--- src/rtl/pal_pkg.sv ---
package pal_pkg;
  typedef enum logic {
    MODE_COMB = 1'b0,
    MODE_REG  = 1'b1
  } out_mode_e;

  function automatic int cfg_width(int n_in, int n_pt);
    return n_pt * 2 * (n_in + 1) + 2;
  endfunction
endpackage

--- src/rtl/pal_product_term.sv ---
module pal_product_term #(
  parameter int N_LIT = 5
) (
  input  logic [N_LIT-1:0]   lit_i,
  input  logic [2*N_LIT-1:0] fuse_i,
  output logic               term_o
);
  always_comb begin
    term_o = 1'b1;
    for (int j = 0; j < N_LIT; j++) begin
      if (fuse_i[2*j] && !lit_i[j])
        term_o = 1'b0;
      if (fuse_i[2*j+1] && lit_i[j])
        term_o = 1'b0;
    end
  end
endmodule

--- src/rtl/pal_and_or.sv ---
module pal_and_or #(
  parameter int N_LIT = 5,
  parameter int N_PT  = 8
) (
  input  logic [N_LIT-1:0]        lit_i,
  input  logic [N_PT*2*N_LIT-1:0] fuses_i,
  output logic [N_PT-1:0]         terms_o,
  output logic                    or_o
);
  localparam int TERM_W = 2 * N_LIT;

  for (genvar k = 0; k < N_PT; k++) begin : g_term
    pal_product_term #(.N_LIT(N_LIT)) u_term (
      .lit_i  (lit_i),
      .fuse_i (fuses_i[k*TERM_W +: TERM_W]),
      .term_o (terms_o[k])
    );
  end

  assign or_o = |terms_o;
endmodule

--- src/rtl/pal_out_stage.sv ---
module pal_out_stage
  import pal_pkg::*;
(
  input  logic      clk,
  input  logic      rst_n,
  input  logic      or_i,
  input  logic      pol_i,
  input  out_mode_e mode_i,
  output logic      pol_o,
  output logic      q_o,
  output logic      cell_o
);
  assign pol_o = or_i ^ pol_i;

  always_ff @(posedge clk) begin
    if (!rst_n)
      q_o <= 1'b0;
    else
      q_o <= pol_o;
  end

  assign cell_o = (mode_i == MODE_REG) ? q_o : pol_o;
endmodule

--- src/rtl/pal_macrocell.sv ---
module pal_macrocell
  import pal_pkg::*;
#(
  parameter int N_IN = 4,
  parameter int N_PT = 8
) (
  input  logic                         clk,
  input  logic                         rst_n,
  input  logic [N_IN-1:0]              in_i,
  input  logic                         oe_i,
  input  logic                         cfg_load_i,
  input  logic [N_PT*2*(N_IN+1)+1:0]   cfg_word_i,
  output logic                         pin_o,
  output logic                         pin_en_o,
  output logic                         fb_o
);
  localparam int N_LIT    = N_IN + 1;
  localparam int ARR_W    = N_PT * 2 * N_LIT;
  localparam int POL_BIT  = ARR_W;
  localparam int MODE_BIT = ARR_W + 1;
  localparam int CFG_W    = cfg_width(N_IN, N_PT);

  logic [CFG_W-1:0] cfg_q;
  logic [N_LIT-1:0] lits;
  logic [N_PT-1:0]  term_vec;
  logic             or_val;
  logic             pol_val;
  logic             q_val;
  logic             cell_val;

  always_ff @(posedge clk) begin
    if (!rst_n)
      cfg_q <= '0;
    else if (cfg_load_i)
      cfg_q <= cfg_word_i;
  end

  assign lits = {q_val, in_i};

  pal_and_or #(.N_LIT(N_LIT), .N_PT(N_PT)) u_array (
    .lit_i   (lits),
    .fuses_i (cfg_q[ARR_W-1:0]),
    .terms_o (term_vec),
    .or_o    (or_val)
  );

  pal_out_stage u_out (
    .clk    (clk),
    .rst_n  (rst_n),
    .or_i   (or_val),
    .pol_i  (cfg_q[POL_BIT]),
    .mode_i (out_mode_e'(cfg_q[MODE_BIT])),
    .pol_o  (pol_val),
    .q_o    (q_val),
    .cell_o (cell_val)
  );

  assign pin_o    = cell_val;
  assign fb_o     = cell_val;
  assign pin_en_o = oe_i;
endmodule

--- config.mk ---
export PLATFORM = sky130hd
export DESIGN_NAME = pal_macrocell
export DESIGN_NICKNAME = d
export VERILOG_FILES = /design/src/rtl/pal_pkg.sv /design/src/rtl/pal_product_term.sv /design/src/rtl/pal_and_or.sv /design/src/rtl/pal_out_stage.sv /design/src/rtl/pal_macrocell.sv
export SDC_FILE = /design/constraint.sdc
export NUM_CORES = 1
export LEC_CHECK = 0
export BUFFER_PORTS_ARGS = -buffer_cell sky130_fd_sc_hd__buf_2
export CAP_MARGIN = 20
export CORE_UTILIZATION = 57
export CTS_CLUSTER_DIAMETER = 200
export DETAILED_ROUTE_END_ITERATION = 6
export PLACE_DENSITY = 0.85
export SYNTH_ARGS = -nofsm -noshare
export SYNTH_HDL_FRONTEND = slang
export SYNTH_HIERARCHICAL = 1
export SYNTH_SLANG_ARGS = --single-unit
--- constraint.sdc ---
create_clock -name clk -period 2.7 [get_ports clk]
set_input_delay 0.135 -clock clk [delete_from_list [all_inputs] [get_ports clk]]
set_output_delay 0.135 -clock clk [all_outputs]
set_load 0.005 [all_outputs]
==> results of run 1 <==
-- sequential cells by signal (all words and copies together), names as in the netlist --
signal     flops
cfg_q         82
u_out/q_o      1
-- kinds of logic after synthesis --
group,count (synthesis)
compound gates,8
xor+xnor,1
mux,115
simple gates,102
flops,83
buf+inv,20
-- worst max-delay path, cell delays in order, from the launching register on --
cell and delay (ns):
dfxtp_1 0.69, mux2i_1 0.16, nand4_1 0.13, a211oi_2 0.06
nor4_1 0.28, nand2_1 0.10, xor2_1 0.15, mux2_2 0.29
buf_2 0.13
-- routing by layer --
metal	track usage, %	share of wire (%)	up-vias
li1	-	-	1293
met1	28.14	48	1159
met2	34.43	46	68
met3	4.352	4.4	12
met4	9.399	1.5	0
met5	0	0	-
-- cells in the final DEF, fill, tap and decap left out --
master     count
nor2b_1       90
mux2i_1      114
nand2_1        1
buf_4          2
nand4_1        8
bufinv_16      3
mux2_2         1
xor2_1         1
a211oi_2       8
buf_2         89
nor4_1         2
dfxtp_1       83
buf_12         1
clkbuf_8      12
clkinv_2       1
and2_2         1
-- power by group through the flow --
stage	Sequential [uW]	Combinational (uW)	Clock, uW
floorplan	1360	261	0
global placement	1370	342	0
detailed placement	1370	351	0
CTS	1340	354	1130
global route	1350	384	1190
finish	1340	351	1120
-- how the worst max path moves through the flow --
stage	endpoint	slack (ns)	cells past startpoint	start
after CTS	pin_o	0.23	8	u_out/q_o
after floorplan	pin_o	0.89	8	u_out/q_o
after global routing	pin_o	0.04	8	u_out/q_o
after global placement	pin_o	0.68	8	u_out/q_o
final	pin_o	0.23	8	u_out/q_o
after detailed placement	pin_o	0.65	8	u_out/q_o
-- layout make-up --
class	count	share of cell area [%]
clock buffers	12	3.756
clock inverters	4	2.163
multi-input cells	226	43.17
flip-flops and latches	83	37.79
well taps	77	2.191
repair buffers	92	10.93
-- per-stage QoR --
step	worst slack [ns]	std cells	hold WS, ns	instance area, um^2	util [%]
after floorplan	0.8877	329	0.2712	3790	-
after global placement	0.6788	478	0.2701	4136	64.77
after detailed placement	0.6514	478	0.2701	4136	64.77
after CTS	0.2314	494	0.03382	4397	68.85
after global routing	0.03969	494	0.04102	4397	68.85
final	0.2291	494	0.04257	4397	68.85
==> flow_summary_export.csv, run 1 <==
group,metric,value,unit
outcome,status,"finished, final reports clean",
sta,max_freq,404.7,MHz
synthesis,syn_inst,329,
drt,first_iter_violations,110,
placed_design,dp_hpwl,4995,um
power_and_ir_drop,power_switching,634.2,uW
floorplanning,die_area,0.006979,mm^2
sta,tightest_slew,0.6881,ns
worst_hold_path,min_from,"cfg_word_i[63]",
drt,drt-total-wl,7337,um
synthesis,synth_area_leader_cell,"dfxtp_1",
floorplanning,start_util,59.35,%
sta,clock_skew,0.006231,ns
worst_hold_path,min_to,"cfg_q[63]",
sta,setup_viol,0,
cts,clock_latency,0.35,ns
synthesis,synth_area,0.003790,mm^2
floorplanning,core_area,0.006386,mm^2
cts,cts_inserted_buffers,9,
sta,final_max_slew_viol_count,0,
drt,vias,2532,
cts,max-clock-path-buffers,2,
power_and_ir_drop,clock_power_share,39.8,%
grt,grt_pass1_vias,2487,
synthesis,yosys.area_share.simple,16.80,%
cts,clock-sinks,83,
synthesis,synth_area_leaders,"dfxtp_1 44%, mux2i_1 30%, nor2b_1 15%, buf_12 4.8%, a211oi_2 2.6%",
synthesis,synth.yosys.seq_area_share,43.84,%
power_and_ir_drop,power.density,639.5,mW/mm^2
power_and_ir_drop,p_int,2178,uW
synthesis,synth_compound_area_share,2.641,%
grt,grt_antenna_before_repair,0,
floorplanning,die_w,83.54,um
floorplanning,ios,93,
sta,layout_min_cycle_time,2.471,ns
sta,period_share,91.52,%
finish,drive_above_1_share,28.30,%
synthesis,synthAdderAreaFrac,0,%
drt,wl_per_cell,14.85,um
synthesis,synth_nets,419,
finish,antenna_cells,0,
setup_path,critPathLaunchType,"flop",
setup_path,critPathArrivalTime,2.34,ns
power_and_ir_drop,power_frac_comb,12.5,%
drt,antenna_left,0,
sta,rsz0062_at_grt,"false",
power_and_ir_drop,swShare,22.56,%
drt,drcViolationCount,0,
setup_path,cp_max_fo,9,
setup_path,crit_type,"reg2out",
synthesis,synth_top_family_by_area,"multiplexers",
grt,grt_max_degree,44,
placed_design,gp_congestion,0.7537,
synthesis,synthArstFlopShare,0,%
cts,cts_root_buf,"clkbuf_8",
synthesis,synth_edf_count,0,
sta,tns,0,ns
cts,clkTransAtPathRegs,0.09,ns
worst_hold_path,min_path_cells,3,
finish,syn_to_final_growth,16.01,%
setup_path,timing.rr.start,"u_out/q_o",
cts,cts_tree,"yes",
synthesis,yosys-top-cells-count,"114 x mux2i_1, 90 x nor2b_1, 83 x dfxtp_1",
sta,slew_headroom,54.13,%
floorplanning,num_rows,29,
flow_run,drv_cap,0,
synthesis,syn_avg_cell_area,11.52,um^2
synthesis,synth.top_cell.area_share,43.84,%
sta,finalHoldViolCount,0,
synthesis,synth-main-ff-cell,"dfxtp_1",
synthesis,ys_seq_elements,83,
placed_design,io_buffer_count,90,
floorplanning,fp.dieH,83.54,um
setup_path,r2r_end,"u_out/q_o",
setup_path,ff2ff_path_depth,7,
cts,htreeDepth,3,
cts,postCtsSetupBuffers,0,
finish,multi_input_area,0.001898,mm^2
synthesis,yosysMostFrequentCell,"mux2i_1",
power_and_ir_drop,leakagePower,0.002052,uW
synthesis,synth_warnings,6,
finish,nFillCells,512,
power_and_ir_drop,finalPower,2812,uW
synthesis,synth_xor_area_share,0.2311,%
finish,fin_nets,502,
drt,viasPerCell,5.126,
grt,grt_pass1_wl,11630,um
drt,drtPass1Iterations,4,
grt,grt-ovfl-total,0,
worst_hold_path,hp-class,"in2reg",
power_and_ir_drop,seqPwrFrac,47.7,%
synthesis,synthMuxAreaShare,30.41,%
finish,seqCellArea,0.001662,mm^2
setup_path,r2r_slack,0.83,ns
cts,cts_repair_resize_count,0,
power_and_ir_drop,vdd_drop_max,498.2,uV
setup_path,required,2.57,ns
synthesis,synth_cell_types,14,
setup_path,cp-end-kind,"output pin",
cts,cts_hold_buf,0,
grt,grt_usage,21.48,%
Power figures use the tool's default switching activity.
==> inputs of run 2 (changes only) <==
--- a/config.mk
+++ b/config.mk
@@ -10,6 +10,7 @@
 export CORE_UTILIZATION = 57
 export CTS_CLUSTER_DIAMETER = 200
 export DETAILED_ROUTE_END_ITERATION = 6
+export MAX_ROUTING_LAYER = met4
 export PLACE_DENSITY = 0.85
 export SYNTH_ARGS = -nofsm -noshare
 export SYNTH_HDL_FRONTEND = slang
==> flow_summary_export.csv, run 2 (same netlist as run 1, synthesis figures left out) <==
group,metric,value,unit
setup_path,endpoint,"pin_o",
power_and_ir_drop,swShare,22.47,%
floorplanning,start_util,59.35,%
power_and_ir_drop,clock_power_share,39.7,%
outcome,status,"finished, final reports clean",
cts,postCtsSetupBuffers,0,
sta,setup_viol,0,
finish,syn_to_final_growth,16.01,%
drt,vias,2540,
finish,nFillCells,512,
setup_path,ff2ff_path_depth,7,
setup_path,r2r_slack,0.84,ns
setup_path,crit_type,"reg2out",
cts,cts_hold_buf,0,
setup_path,timing.rr.start,"u_out/q_o",
setup_path,cp-startpoint,"u_out/q_o",
power_and_ir_drop,vdd_drop_max,497.7,uV
cts,clkTransAtPathRegs,0.08,ns
grt,grt_pass1_wl,11620,um
drt,drt-total-wl,7310,um
floorplanning,num_rows,29,
floorplanning,die_w,83.54,um
sta,tightest_slew,0.6908,ns
placed_design,gp_congestion,0.7634,
grt,grt_pass1_vias,2492,
drt,antenna_left,0,
setup_path,crit_path_max_incr_delay,0.68,ns
placed_design,placed_cell_area,0.004136,mm^2
power_and_ir_drop,power_switching,630.9,uW
setup_path,cp-end-kind,"output pin",
power_and_ir_drop,power.density,638.7,mW/mm^2
grt,grt_max_degree,44,
sta,final_max_slew_viol_count,0,
finish,top_register,"cfg_q",
finish,drive_above_1_share,28.30,%
finish,layout_common_cells,"114 x mux2i_1, 90 x nor2b_1, 89 x buf_2",
sta,rsz0062_at_grt,"false",
power_and_ir_drop,power_frac_comb,12.5,%
finish,top_regs,"cfg_q (82), u_out/q_o (1)",
grt,grt-ovfl-total,0,
setup_path,r2r_end,"u_out/q_o",
sta,clock_skew,0.005089,ns
drt,drcViolationCount,0,
cts,cts_root_buf,"clkbuf_8",
cts,clock_latency,0.34,ns
cts,htreeDepth,3,
cts,cts_inserted_buffers,9,
cts,max-clock-path-buffers,2,
setup_path,required,2.57,ns
setup_path,crit_slowest_cell,"dfxtp_1",
power_and_ir_drop,p_int,2177,uW
setup_path,critPathArrivalTime,2.33,ns
grt,grt_usage,22.07,%
sta,slew_headroom,53.95,%
grt,grt_antenna_before_repair,0,
cts,cts_tree,"yes",
flow_run,drv_cap,0,
setup_path,path_buf_inv,1,
finish,largest_register_ffs,82,
drt,drtPass1Iterations,4,
power_and_ir_drop,seqPwrFrac,47.8,%
cts,cts_repair_resize_count,0,
power_and_ir_drop,leakagePower,0.002052,uW
worst_hold_path,hp-class,"in2reg",
floorplanning,fp.dieH,83.54,um
finish,final_cell_count_no_fill,494,
cts,clock-sinks,83,
setup_path,cp.depth,8,
sta,finalHoldViolCount,0,
drt,first_iter_violations,109,
sta,period_share,91.40,%
setup_path,path_cells,"mux2i_1 > nand4_1 > a211oi_2 > nor4_1 > nand2_1 > xor2_1 > mux2_2 > buf_2",
drt,wl_per_cell,14.80,um
sta,max_freq,405.2,MHz
placed_design,io_buffer_count,90,
finish,antenna_cells,0,
finish,fin_nets,502,
finish,fin_area,0.004397,mm^2
floorplanning,core_area,0.006386,mm^2
drt,viasPerCell,5.142,
setup_path,cp_max_fo,9,
finish,final_common_cell,"mux2i_1",
placed_design,dp_hpwl,4995,um
floorplanning,ios,93,
setup_path,cpLargestDelayFamily,"flip-flops",
placed_design,dpl.cell_count,478,
sta,layout_min_cycle_time,2.468,ns
floorplanning,die_area,0.006979,mm^2
power_and_ir_drop,finalPower,2808,uW
setup_path,critPathLaunchType,"flop",
sta,tns,0,ns
==> run 2: cell counts in the layout (fill, tap and decap cells not counted) <==
Identical to the previous run, type by type.
==> run 2: area by class of cell <==
type                    instances  area [um^2]  area share (%)
clock buffers                  12        165.2           3.756
clock inverters                 4        95.09           2.163
multi-input cells             226         1898           43.17
flip-flops and latches         83         1662           37.79
well taps                      77        96.34           2.191
repair buffers                 92        480.5           10.93
==> run 2: routing by layer <==
metal	routed length, um	up-vias	track usage (%)
met2	3342	69	34.58
met4	120	0	9.399
met1	3528	1165	28.14
met5	0	-	-
li1	-	1294	-
met3	319	12	4.055
==> run 2: tightest hold or removal path: cells and delay by family <==
kind          cells  cell delay, ns
simple gates      1            0.09
mux               1            0.05
buf+inv           1            0.07
==> run 2: worst min-delay path by stage <==
stage	from	to	slack, ns	depth (start not counted)
3_5_place_dp	oe_i	pin_en_o	0.27	0
3_3_place_gp	oe_i	pin_en_o	0.27	0
5_1_grt	cfg_word_i[48]	cfg_q[48]	0.04	3
6_report	cfg_word_i[42]	cfg_q[42]	0.05	3
2_1_floorplan	rst_n	u_out/q_o	0.27	1
4_1_cts	cfg_word_i[31]	cfg_q[31]	0.03	3
==> run 2: metrics by stage <==
step	hold slack, ns	utilization [%]	worst slack, ns
3_5_place_dp	0.2701	64.77	0.6514
6_report	0.04564	68.85	0.2321
3_3_place_gp	0.2701	64.77	0.6788
2_1_floorplan	0.2712	-	0.8877
4_1_cts	0.03382	68.85	0.2314
5_1_grt	0.04103	68.85	0.03969
==> run 2: power groups by stage <==
stage	Combinational (uW)	Sequential, uW	Clock, uW
finish	351	1340	1120
global route	384	1350	1190
CTS	354	1340	1130
detailed placement	351	1370	0
global placement	342	1370	0
floorplan	261	1360	0
